$ cat src/rtl/ext_irq_ctrl.sv
module ext_irq_ctrl #(
  parameter int NLINES = 32,
  parameter int AW     = 12
) (
  input  logic              clk,
  input  logic              rst_n,
  input  logic [NLINES-1:0] irq_in,
  input  logic              bus_wr,
  input  logic [AW-1:0]     bus_addr,
  input  logic [31:0]       bus_wdata,
  output logic [31:0]       bus_rdata,
  output logic [NLINES-1:0] irq_out
);

  localparam int OFS_REQ  = 'h000;
  localparam int OFS_MCLR = 'h004;
  localparam int OFS_MSET = 'h008;
  localparam int OFS_DET  = 'h100;
  localparam int OFS_CFG  = 'h180;
  localparam int IW       = AW - 2;

  localparam logic [5:0] SENSE_LO   = 6'h01;
  localparam logic [5:0] SENSE_HI   = 6'h02;
  localparam logic [5:0] SENSE_FALL = 6'h04;
  localparam logic [5:0] SENSE_RISE = 6'h08;
  localparam logic [5:0] SENSE_BOTH = 6'h0C;

  logic [NLINES-1:0] sync1, sync2, sync3;
  logic [NLINES-1:0] en_q, det_q;
  logic [NLINES-1:0] lvl_hit, edg_hit, det_clr;
  logic [31:0]       cfg_q [NLINES];

  logic          word_ok;
  logic [IW-1:0] word_idx, cfg_idx;
  logic          cfg_sel;

  assign word_ok  = bus_addr[1:0] == 2'b00;
  assign word_idx = bus_addr[AW-1:2];
  assign cfg_idx  = word_idx - IW'(OFS_CFG / 4);
  assign cfg_sel  = word_ok && (word_idx >= IW'(OFS_CFG / 4)) && (cfg_idx < IW'(NLINES));

  wire wr_mset = bus_wr && word_ok && word_idx == IW'(OFS_MSET / 4);
  wire wr_mclr = bus_wr && word_ok && word_idx == IW'(OFS_MCLR / 4);
  wire wr_det  = bus_wr && word_ok && word_idx == IW'(OFS_DET / 4);

  assign det_clr = wr_det ? bus_wdata[NLINES-1:0] : '0;

  always_ff @(posedge clk or negedge rst_n) begin
    if (!rst_n) begin
      sync1 <= '0;
      sync2 <= '0;
      sync3 <= '0;
    end else begin
      sync1 <= irq_in;
      sync2 <= sync1;
      sync3 <= sync2;
    end
  end

  for (genvar i = 0; i < NLINES; i++) begin : g_line
    always_comb begin
      lvl_hit[i] = 1'b0;
      edg_hit[i] = 1'b0;
      case (cfg_q[i][5:0])
        SENSE_LO:   lvl_hit[i] = ~sync2[i];
        SENSE_HI:   lvl_hit[i] = sync2[i];
        SENSE_FALL: edg_hit[i] = sync3[i] & ~sync2[i];
        SENSE_RISE: edg_hit[i] = ~sync3[i] & sync2[i];
        SENSE_BOTH: edg_hit[i] = sync3[i] ^ sync2[i];
        default: ;
      endcase
    end

    always_ff @(posedge clk or negedge rst_n) begin
      if (!rst_n)
        cfg_q[i] <= '0;
      else if (bus_wr && cfg_sel && cfg_idx == IW'(i))
        cfg_q[i] <= bus_wdata;
    end
  end

  always_ff @(posedge clk or negedge rst_n) begin
    if (!rst_n) begin
      en_q    <= '0;
      det_q   <= '0;
      irq_out <= '0;
    end else begin
      if (wr_mset) en_q <= en_q | bus_wdata[NLINES-1:0];
      else if (wr_mclr) en_q <= en_q & ~bus_wdata[NLINES-1:0];
      det_q   <= (det_q & ~det_clr) | edg_hit | (lvl_hit & ~det_clr);
      irq_out <= det_q & en_q;
    end
  end

  always_comb begin
    bus_rdata = '0;
    if (word_ok) begin
      if (word_idx == IW'(OFS_REQ / 4))       bus_rdata[NLINES-1:0] = det_q & en_q;
      else if (word_idx == IW'(OFS_MCLR / 4)) bus_rdata[NLINES-1:0] = en_q;
      else if (word_idx == IW'(OFS_DET / 4))  bus_rdata[NLINES-1:0] = det_q;
    end
    for (int i = 0; i < NLINES; i++)
      if (cfg_sel && cfg_idx == IW'(i)) bus_rdata = cfg_q[i];
  end

endmodule

$ cat config.mk
export PLATFORM = sky130hd
export DESIGN_NAME = ext_irq_ctrl
export DESIGN_NICKNAME = d
export VERILOG_FILES = /design/src/rtl/ext_irq_ctrl.sv
export SDC_FILE = /design/constraint.sdc
export NUM_CORES = 2
export LEC_CHECK = 0
export BUFFER_PORTS_ARGS = -buffer_cell sky130_fd_sc_hd__buf_2
export CORE_AREA = 3 3 359 361
export DETAILED_ROUTE_END_ITERATION = 6
export DIE_AREA = 0 0 362 364
export SETUP_SLACK_MARGIN = 0.4
export SYNTH_ARGS = -nofsm -noshare
export SYNTH_HDL_FRONTEND = slang
export SYNTH_SLANG_ARGS = --single-unit
$ cat constraint.sdc
create_clock -name clk -period 4.7 [get_ports clk]
set_input_delay 0.94 -clock clk [delete_from_list [all_inputs] [get_ports clk]]
set_output_delay 0.94 -clock clk [all_outputs]
set_load 0.02 [all_outputs]
Yosys cells after proc, flatten, opt, wreduce, memory -nomap -nowiden. Index checks and enable logic that the tools add are counted.

Register bits: 1216. Input port bits: 79. Output and inout bits: 64. Word-level logic and storage cells: 582.

$add $sub $neg: 1. Order comparisons: 2. Equal/unequal tests: 194. Mux-type cells: 103. Bitwise operators: 169. Reduce and logical (&&, ||, !) cells: 75.

Operator list (number): two-way mux 32 bit (39); equality test 6 x 4 -> 1 bit (second input constant) (64); equality test 6 x 1 -> 1 bit (second input constant) (32); equality test 6 x 2 -> 1 bit (second input constant) (32); equality test 6 x 3 -> 1 bit (second input constant) (32); equality test 10 x 5 -> 1 bit (second input constant) (16); AND 32 bit (4); bitwise OR 32 bit (3); case mux 1 bit (3 select lines) (32); equality test 10 x 4 -> 1 bit (second input constant) (8); logical AND 1 bit (71); AND 1 bit (64); NOT 1 bit (64); NOT 32 bit (2); case mux 1 bit (2 select lines) (32); equality test 10 x 3 -> 1 bit (second input constant) (4); XOR 1 bit (32); equality test 10 x 2 -> 1 bit (second input constant) (3); equality test 10 x 1 -> 1 bit (second input constant) (2); zero test 10 bit (2); equality test 10 x 7 -> 1 bit (second input constant) (1); >= comparator 10 x 7 -> 1 bit (second input constant) (1); < comparator 10 x 6 -> 1 bit (second input constant) (1); subtractor 10 x 7 -> 10 bit (second input constant) (1); 2 further kinds (2).

Logic depth before layout (Yosys ltp).
Word-level depth: 37. Gate-level depth with buffers: 13. Depth with buffers taken out: 9.

Least setup slack after synthesis. Ideal clock, no wire load.

Kind: input -> output. Start: input port bus_addr[7]. End: output port bus_rdata[19]. Arrival: 4.035 ns. Data required time: 3.760 ns. Slack: -0.275 ns. Stages: 11. Buffers on the path: 3. Path through: ha_1 > nor4b_1 > nand2_1 > clkbuf_1 > buf_1 > a2111oi_0 > clkbuf_1 > a222oi_1 > o2111ai_1 > a21oi_1 > o31ai_1.

Cells in the longest elaborated chain, start to end: 37. Elaborated cells between the ends (all ways): 108. Classes of those cells: add/sub: 1; order compare: 2; eq/ne: 33; mux: 36; reduce/logical: 36.

Ends and longest elaborated chain: from (decl) (line 9) `input logic [AW-1:0] bus_addr,`; branches (longest 36 deep; another with subtractor 10 x 7 -> 10 bit); two-way mux 32 bit (*) (line 103) `if (cfg_sel && cfg_idx == IW'(i)) bus_rdata = cfg_q[i];`; to (decl) (line 11) `output logic [31:0] bus_rdata,`.

Mark *: on every way between the ends.

Worst setup path in the final report.
Start: input port bus_addr[8]. End: output port bus_rdata[17].

The elaborated chain is that of the path after synthesis.

==> parameters.txt <==
Parameter                              Value

Clocking
  Number of levels in the clock H-tree    4
  Sinks on Clock Net    1216
  Clock Tree Root    clkbuf_16
  Number of hold buffers added after cts    0
  Clock transition at the registers of the reported paths    60 ps
  CTS buffer count    137
  TritonCTS clock tree    built
  Max clock buf depth    3
  Clock latency on the worst-skew pair    790 ps

Placement
  Total half-perimeter wirelength after legalization and detailed placement    150.6 mm
  Area after detailed placement    63870 um^2
  Number of port buffers    142
  Worst slack at placement    -1388 ps
  Final Wtd Congestion    1.027

Layout
  Fraction of final layout cells sized beyond drive strength 1    43.22%
  Area taken by multi-input logic gates    26100 um^2
  Commonest cells after routing, fill and taps aside    dfrtp_1, mux2_2, buf_4
  Register Area    30430 um^2
  Layout overhead on the synthesized area    25.71%
  Most frequent standard cell in the layout excluding fill and tap cells    dfrtp_1
  Layout Utilization    56.45%
  Final net count    5462
  Layout fillers    10480
  Final Instance Area    70970 um^2

Routing
  Drt drc    0
  Number of violations reported at the end of detailed-routing iteration 0    5359
  Via/cell ratio    6.354
  Number of routed nets with antenna violations    0
  Routed WL per cell    30.92 um
  Final wirelength    219.0 mm
  Number of vias in the routed layout    45010
  First-pass detailed-route iteration total    6

Yosys
  Post-Syn Area    56460 um^2
  Count of warnings emitted by yosys    0
  Prevailing post-synth register cell    dfrtp_1
  Yosys reg bits    1216
  Avg Cell Area, Syn    11.99 um^2
  Post-synth cell types    78
  Synth Instances    4708
  Nets in the synthesized netlist    4852
  Proportion of synthesized flip-flops having asynchronous set or reset    100.0%
  Proportion of synthesized chip area in sequential cells    53.90%
  Count of flip-flops with a built-in enable after synthesis    0

STA
  Minimum hold slack    79.31 ps
  Slew HR    13.31%
  Number of hold violations in the final report    0
  Upper clock frequency limit    189.2 MHz
  # setup viols final    32
  Post-Route Skew    30.02 ps
  Max-slew violation total from the final report    0
  Min setup slack post-route    -586.8 ps
  Post-route fraction of the period consumed by the critical path    112.5%
  Worst-margin pin slew    1300 ps
  Crit path time final    5287 ps
  Unrepaired setup endpoints after global routing    yes
  Setup TNS    -15580 ps

Power and ir drop
  Total power divided by cell area    321.2 nW/um^2
  Standby leakage power    34.44 nW
  IR drop worst, VDD    0.3833 mV

Die
  Standard-cell rows    130
  Effective utilization at floorplan    44.90%
  Die boundary width    362 um
  Core footprint    125700 um^2
  Boundary Pins    143
  Die height    364 um
  Die area    131800 um^2

Global routing
  Total congestion overflow after global routing    0
  Vias in the first global route    44180
  First-pass GRT wire length    315.1 mm
  Antenna violations before repair    14
  Maximum number of pins on one net before global-route repair    161
  GRT Overall Usage    32.85%

Setup path
  CP Capture Point    bus_rdata[17]
  Critical R2R Capture    det_q[31]
  Crit path launch    bus_addr[8]
  Required time of the worst setup path    3760 ps
  Ordered list of cells on the worst path    buf_8 > ha_4 > or3b_4 > a221o_2 > a2111oi_4 > buf_4 > nand2_4 > buf_12 > buf_8 > o22ai_2 > nor2_1 > a222oi_1 > buf_4 > o21ai_1 > buf_2
  Delay of the slowest critical-path stage    590 ps
  Largest fanout of any net on the critical path    6
  R2r setup slk    3340 ps
  Arrival @ worst endpoint    4350 ps
  Startpoint Class    input port
  Worst reg2reg startpoint    sync2[31]
  Worst setup path category    input port to output pin
  Number of cells on the worst reg-to-reg path    6
  Critical-path top delay cell    a2111oi_4
  Capturing element type of the critical path    output pin

Outcome
  Status    finished, violations left
  Violations in the final reports    setup timing

Flow run
  Max-cap viol count    0

Min path
  Hold Crit Class    input port to async pin
-- power breakdown --
part	switching [mW]	internal, mW
combinational	0.971	0.358
clock	4.58	6.26
sequential	0.0681	10.6
total	5.62	17.2
-- metal layers --
layer,track usage (%),vias to the layer above,wire [um]
li1,-,18690,-
met1,46.01,23280,91750
met2,46.68,2449,91540
met3,9.221,589,23200
met4,16.42,2,12530
met5,0,-,7
-- worst max-delay path, delay by kind of cell --
| family | cells | cell delay (ps) |
|---|---|---|
| buffers and inverters | 6 | 1030 |
| adders and majority gates | 1 | 160 |
| AOI/OAI and AO/OA | 5 | 1650 |
| and+or+nand+nor | 3 | 550 |
-- synthesized netlist by cell type (9+ instances only) --
cell type | count | area [um^2]
inv_1 | 107 | 401.6
a21o_1 | 36 | 270.3
clkbuf_1 | 259 | 972.2
a221oi_1 | 34 | 297.8
buf_1 | 69 | 259.0
nor2_1 | 245 | 919.6
nand2b_1 | 35 | 219.0
nand3_1 | 41 | 205.2
nand3b_1 | 20 | 150.1
a21oi_1 | 137 | 685.7
a2111oi_0 | 16 | 140.1
nor3_1 | 31 | 155.2
o221ai_1 | 17 | 148.9
a22o_1 | 52 | 455.4
mux2i_1 | 67 | 670.6
and3_1 | 9 | 56.30
o22ai_1 | 154 | 963.4
o31ai_1 | 11 | 82.58
mux2_2 | 1018 | 11460
and2_1 | 38 | 237.7
dfrtp_1 | 1216 | 30430
nor2b_1 | 15 | 93.84
o211ai_1 | 17 | 127.6
o21ai_0 | 158 | 790.8
a22oi_1 | 108 | 810.8
o2111ai_1 | 22 | 192.7
buf_2 | 54 | 270.3
a222oi_1 | 41 | 410.4
ha_1 | 65 | 813.3
a32oi_1 | 14 | 122.6
nand4_1 | 53 | 331.6
mux2_1 | 17 | 191.4
o21ai_1 | 9 | 45.04
nand2_1 | 258 | 968.4
a211oi_1 | 30 | 225.2
nor4_1 | 114 | 713.2
-- metrics by stage --
| stage | total power, mW | std cells |
|---|---|---|
| 6_report | 22.79 | 7084 |
| 5_1_grt | 23.47 | 7074 |
| 4_1_cts | 22.92 | 7054 |
| 3_5_place_dp | 12.06 | 6772 |
| 3_3_place_gp | 12.05 | 6771 |
| 2_1_floorplan | 11.20 | 4708 |
-- sequential cells by signal, indices dropped and copies added (netlist names), named ones only --
register  cells
sync1        32
cfg_q      1024
sync3        32
det_q        32
irq_out      32
sync2        32
-- kinds of logic after synthesis --
logic type	share of synthesized area [%]
XOR/XNOR	0.01552
buffers and inverters	3.391
multiplexers	21.83
AND/OR/NAND/NOR	7.564
adder cells (fa/ha/maj)	1.441
flip-flops	53.90
AO/OA/AOI/OAI	11.86
-- how the worst min path moves through the flow --
stage	cells after the start	start	slack (ps)	to
2_1_floorplan	0	sync1[0]	330	sync2[0]
3_3_place_gp	0	sync1[18]	330	sync2[18]
3_5_place_dp	0	sync1[18]	330	sync2[18]
4_1_cts	1	rst_n	60	cfg_q[645]
5_1_grt	1	rst_n	80	cfg_q[851]
6_report	1	rst_n	80	cfg_q[851]
-- cell type report --
cell class	count	share of cell area (%)
multi-input combinational	3001	36.77
clock inverter	48	0.7828
inverter	108	0.5712
clock buffer	196	5.597
timing repair buffer	854	10.45
antenna	11	0.03879
sequential	1216	42.88
tap	1650	2.909
-- what timing repair did --
action | 4_1_cts | 5_1_grt
setup endpoints to repair | 32 | 32
cloned | 3 | 3
setup buffers | 35 | 16
resized for setup | 299 | 98
pin swaps | 62 | 58
Note: power is estimated with default switching activity, not from simulation.
